===== src/rtl/trs_guard_pkg.sv =====
package trs_guard_pkg;

    // Preamble tracking states
    typedef enum logic [1:0] {
        ST_SEEK   = 2'd0,   // no preamble word seen
        ST_ONES   = 2'd1,   // all-ones word seen
        ST_ZERO_A = 2'd2,   // first zero word seen
        ST_ZERO_B = 2'd3    // second zero word seen; current word is the flag word
    } trs_seek_e;

    localparam int N_CLASS  = 2;
    localparam int CLS_SAV  = 0;
    localparam int CLS_EAV  = 1;

    // Protection bits P3..P0 derived from F, V, H
    function automatic logic [3:0] trs_prot(input logic f, input logic v, input logic h);
        return {v ^ h, f ^ h, f ^ v, f ^ v ^ h};
    endfunction

endpackage


===== src/rtl/trs_preamble_fsm.sv =====
module trs_preamble_fsm
    import trs_guard_pkg::*;
#(
    parameter int WORD_W      = 10,
    parameter bit ACCEPT_8BIT = 1'b1
) (
    input  logic              clk,
    input  logic              rst_n,
    input  logic [WORD_W-1:0] word,
    output logic              xyz_cycle
);

    localparam int SLACK = ACCEPT_8BIT ? 2 : 0;
    localparam logic [WORD_W-1:0] CMP_MASK = {{(WORD_W-SLACK){1'b1}}, {SLACK{1'b0}}};

    logic      is_ones;
    logic      is_zero;
    trs_seek_e state_q;
    trs_seek_e state_d;

    assign is_ones = ((word & CMP_MASK) == CMP_MASK);
    assign is_zero = ((word & CMP_MASK) == '0);

    always_ff @(posedge clk or negedge rst_n) begin
        if (!rst_n) begin
            state_q <= ST_SEEK;
        end else begin
            state_q <= state_d;
        end
    end

    always_comb begin
        state_d = ST_SEEK;
        unique case (state_q)
            ST_SEEK: begin
                state_d = is_ones ? ST_ONES : ST_SEEK;
            end
            ST_ONES: begin
                if (is_ones)      state_d = ST_ONES;
                else if (is_zero) state_d = ST_ZERO_A;
                else              state_d = ST_SEEK;
            end
            ST_ZERO_A: begin
                if (is_zero)      state_d = ST_ZERO_B;
                else if (is_ones) state_d = ST_ONES;
                else              state_d = ST_SEEK;
            end
            ST_ZERO_B: begin
                state_d = is_ones ? ST_ONES : ST_SEEK;
            end
            default: state_d = ST_SEEK;
        endcase
    end

    always_comb begin
        xyz_cycle = (state_q == ST_ZERO_B);
    end

endmodule


===== src/rtl/trs_xyz_check.sv =====
module trs_xyz_check
    import trs_guard_pkg::*;
(
    input  logic [7:0] flag_bits,   // marker, F, V, H, P3..P0
    output logic       is_eav,
    output logic       prot_bad
);

    logic       marker;
    logic       f_bit;
    logic       v_bit;
    logic       h_bit;
    logic [3:0] p_rx;

    always_comb begin
        {marker, f_bit, v_bit, h_bit, p_rx} = flag_bits;
        is_eav   = h_bit;
        prot_bad = !marker || (p_rx != trs_prot(f_bit, v_bit, h_bit));
    end

endmodule


===== src/rtl/trs_status_reg.sv =====
module trs_status_reg #(
    parameter int N = 2
) (
    input  logic         clk,
    input  logic         rst_n,
    input  logic         clr,
    input  logic [N-1:0] evt,
    output logic [N-1:0] flag
);

    for (genvar i = 0; i < N; i++) begin : g_flag
        always_ff @(posedge clk or negedge rst_n) begin
            if (!rst_n) begin
                flag[i] <= 1'b0;
            end else if (evt[i]) begin
                flag[i] <= 1'b1;
            end else if (clr) begin
                flag[i] <= 1'b0;
            end
        end
    end

endmodule


===== src/rtl/trs_guard.sv =====
module trs_guard
    import trs_guard_pkg::*;
#(
    parameter int WORD_W      = 10,
    parameter bit ACCEPT_8BIT = 1'b1
) (
    input  logic              clk,
    input  logic              rst_n,
    input  logic [WORD_W-1:0] vid_word,
    input  logic              pos_check_en,
    input  logic              sav_expected,
    input  logic              eav_expected,
    input  logic              status_clr,
    output logic              sav_err,
    output logic              eav_err
);

    localparam int MARK_B = WORD_W - 1;
    localparam int PROT_L = WORD_W - 8;

    logic               xyz_cycle;
    logic               is_eav;
    logic               prot_bad;
    logic [N_CLASS-1:0] hit;
    logic [N_CLASS-1:0] due;
    logic [N_CLASS-1:0] evt;
    logic [N_CLASS-1:0] flags;

    trs_preamble_fsm #(
        .WORD_W      (WORD_W),
        .ACCEPT_8BIT (ACCEPT_8BIT)
    ) u_fsm (
        .clk       (clk),
        .rst_n     (rst_n),
        .word      (vid_word),
        .xyz_cycle (xyz_cycle)
    );

    trs_xyz_check u_xyz (
        .flag_bits (vid_word[MARK_B:PROT_L]),
        .is_eav    (is_eav),
        .prot_bad  (prot_bad)
    );

    always_comb begin
        hit[CLS_SAV] = xyz_cycle && !is_eav;
        hit[CLS_EAV] = xyz_cycle &&  is_eav;
        due[CLS_SAV] = sav_expected;
        due[CLS_EAV] = eav_expected;
        for (int c = 0; c < N_CLASS; c++) begin
            evt[c] = (hit[c] && prot_bad) || (pos_check_en && (hit[c] != due[c]));
        end
    end

    trs_status_reg #(.N(N_CLASS)) u_stat (
        .clk   (clk),
        .rst_n (rst_n),
        .clr   (status_clr),
        .evt   (evt),
        .flag  (flags)
    );

    assign sav_err = flags[CLS_SAV];
    assign eav_err = flags[CLS_EAV];

endmodule


===== config.mk =====
export PLATFORM = sky130hd
export DESIGN_NAME = trs_guard
export DESIGN_NICKNAME = d
export VERILOG_FILES = /design/src/rtl/trs_guard_pkg.sv /design/src/rtl/trs_preamble_fsm.sv /design/src/rtl/trs_xyz_check.sv /design/src/rtl/trs_status_reg.sv /design/src/rtl/trs_guard.sv
export SDC_FILE = /design/constraint.sdc
export NUM_CORES = 1
export LEC_CHECK = 0
export ABC_AREA = 1
export CAP_MARGIN = 5
export CORE_UTILIZATION = 33
export CTS_BUF_LIST = sky130_fd_sc_hd__clkbuf_8
export DETAILED_ROUTE_END_ITERATION = 8
export MAX_ROUTING_LAYER = met4
export PLACE_DENSITY = 0.65
export SYNTH_ARGS = -nofsm -noshare
export SYNTH_HDL_FRONTEND = slang
export SYNTH_SLANG_ARGS = --single-unit

===== constraint.sdc =====
create_clock -name clk -period 1.2 [get_ports clk]
set_input_delay 0.24 -clock clk [delete_from_list [all_inputs] [get_ports clk]]
set_output_delay 0.24 -clock clk [all_outputs]
set_load 0.01 [all_outputs]

==> flow_summary.yaml <==
die:
  start_util_pct: 36.1
  rows: 13
  boundaryPins: 18
  die_w_um: 40.0
  die-height_um: 40.0
  core_um2: 1320
  die_area_um2: 1600
clock_network:
  cts_setup_buffers: 0
  postCtsHoldBufs: 0
  cts_made_buffers: 3
  path_clk_slew_ns: 0.03
  cts_tree: "yes"
  htree_levels: 1
  insertion_delay_ns: 0.21
  cts.sinks: 4
  clock_path_buffers: 2
  cts_root_buf: "clkbuf_8"
timing:
  whs_ns: 0.226
  max_freq_mhz: 840
  slew_headroom_pct: 83.4
  final.setup.tns_ns: 0
  maxSlewViolCount: 0
  report.final.setup_viol: 0
  clock_skew_ns: 0.00361
  min_period_ns: 1.19
  layout_worst_path_cycle_share_pct: 99.2
  hold_viol: 0
  tightest_slew_ns: 0.249
  rsz0062_at_grt: "true"
pwr:
  powerDensity_nw_per_um2: 741
  ir_drop_mv: 0.580
  power_leakage_nw: 0.446
global_route:
  antenna_found_initial: 0
  first_global_vias: 434
  grt_pass1_wl_um: 1730
  grt_usage_pct: 16.8
  grt_overflow: 0
  grt_max_degree: 7
cells_and_area:
  final_common_cell: "nand2_1"
  postLayoutCoreUtil_pct: 58.3
  drive_above_1_share_pct: 23.3
  final_cell_mix: "nand2_1 (27), inv_1 (15), clkdlybuf4s50_1 (8), nand3_1 (7), buf_4 (6)"
  fillCellCount: 122
  diodes: 0
  areaGrowthSynthToFinish_pct: 61.6
  fin_nets: 126
placed_design:
  port_buffers: 15
  hpwl_um: 888
  routabilityCongestion: 0.777
yosys:
  avgSynthCellArea_um2: 6.02
  ys_ff_latch: 4
  synth_fp_nets: 100
  syn_area_um2: 475
  yosys.area_share.simple_pct: 44.7
  synth_compound_area_share_pct: 5.26
  yosysSeqAreaShare_pct: 21.1
  synthMuxAreaShare_pct: 0
  synthCells: 79
  synth_top_area_share_pct: 22.1
  yosys-top-cells-area: "nand2_1 (22%), dfrtp_1 (21%), inv_1 (14%)"
  yosysWarningCount: 0
  synth_top_family_by_area: "simple AND/OR/NAND/NOR gates"
  yosysTopAreaCell: "nand2_1"
  yosysUniqueCellTypes: 18
  synthAdderAreaFrac_pct: 13.2
  synth_xor_area_share_pct: 0
setup_path:
  endpoint_kind: "flip-flop"
  cpPeakStageDelay_ns: 0.37
  arrival_ns: 1.29
  start_kind: "flip-flop"
  cpMaxStageDelayCell: "dfrtp_1"
  path_cells: "ha_2 -> nand2_2 -> inv_2 -> or2_1 -> nand3_1 -> o21ai_1 -> inv_1 -> nand2_1"
  cp_data_required_time_ns: 1.30
  critPathTopFamily: "flip-flops"
  critPathKind: "reg2reg"
  r2r_slack_ns: 0.009
  crit_cells: 8
  cp_max_fo: 3
  reg2reg_depth: 8
  crit_buf_inv: 2
hold_path:
  holdCritPathClass: "in2async"
outcome:
  status: "finished, final reports clean"
drt:
  avgViaCountPerCell: 4.46
  antenna_left: 0
  drtPass1Iterations: 4
  drc: 0
  vias: 526
  wl_per_cell_um: 9.01
  wl_um: 1060
  drtIter0Drc: 10
job:
  max_cap_violations: 0
cells in the mapped netlist, drive strengths merged:
| cell type | count |
|---|---|
| inv | 20 |
| a21oi | 1 |
| o211a | 1 |
| nor3 | 3 |
| ha | 5 |
| nor3b | 1 |
| nand3 | 8 |
| o21ai | 2 |
| nand2 | 29 |
| or2 | 1 |
| dfrtp | 4 |
| nor2 | 3 |
| nand4 | 1 |
per-stage QoR:
step	area, um2	std cells	total power (W)	setup slack, ns
after floorplan	475	79	0.000211	0.000272
after global placement	689	115	0.000296	-0.460
after detailed placement	689	115	0.000298	-0.475
after CTS	739	118	0.000579	-0.00266
after global routing	768	118	0.000605	-0.0406
final	768	118	0.000569	0.00927
layer usage:
metal	global-route usage, %	wire, um	vias to the layer above
li1	-	-	287
met1	22.4	508	235
met2	25.4	536	4
met3	5.00	17	0
met4	2.59	0	0
met5	-	0	-
cell families (layout without fill, tap and decap cells):
| kind of cell | Yosys count | in the layout |
|---|---|---|
| and+or+nand+nor | 46 | 46 |
| DFF | 4 | 4 |
| adders and majority gates | 5 | 5 |
| buffers and inverters | 20 | 44 |
| AOI/OAI and AO/OA | 4 | 4 |
timing repair:
action | 4_1_cts | 5_1_grt
gates resized for setup | 10 | 8
pin swaps | 4 | 4
setup endpoints to repair | 6 | 3
worst paths after layout:
path / from / endpoint
worst max-delay path: u_fsm.state_q[0]$_DFF_PN0_ / u_stat.flag[1]$_DFFE_PN0P_
worst min-delay path: rst_n / u_stat.flag[1]$_DFFE_PN0P_
worst max register to register: u_fsm.state_q[0]$_DFF_PN0_ / u_stat.flag[1]$_DFFE_PN0P_
worst min register to register: u_stat.flag[1]$_DFFE_PN0P_ / u_stat.flag[1]$_DFFE_PN0P_
max in group asynchronous: rst_n / u_fsm.state_q[0]$_DFF_PN0_
min in group clk: vid_word[3] / u_fsm.state_q[1]$_DFF_PN0_
power by group:
group	switching, W	internal [W]	leakage [nW]
combinational	0.0000721	0.0000755	0.372
clock	0.0000635	0.000213	0.0216
sequential	0.00000256	0.000142	0.0522
flip-flops by register name, indices dropped and copies added (netlist names):
name,cells
u_fsm.state_q,2
u_stat.flag,2
final cells by class:
class / instances / area (um2) / area share [%]
Sequential cell: 4 / 100 / 13.0
Inverter: 20 / 75.1 / 9.77
Multi-Input combinational cell: 55 / 339 / 44.1
Tap cell: 15 / 18.8 / 2.44
Clock buffer: 3 / 41.3 / 5.37
Timing Repair Buffer: 21 / 194 / 25.2
No activity file was read; power rests on OpenSTA's default activity.
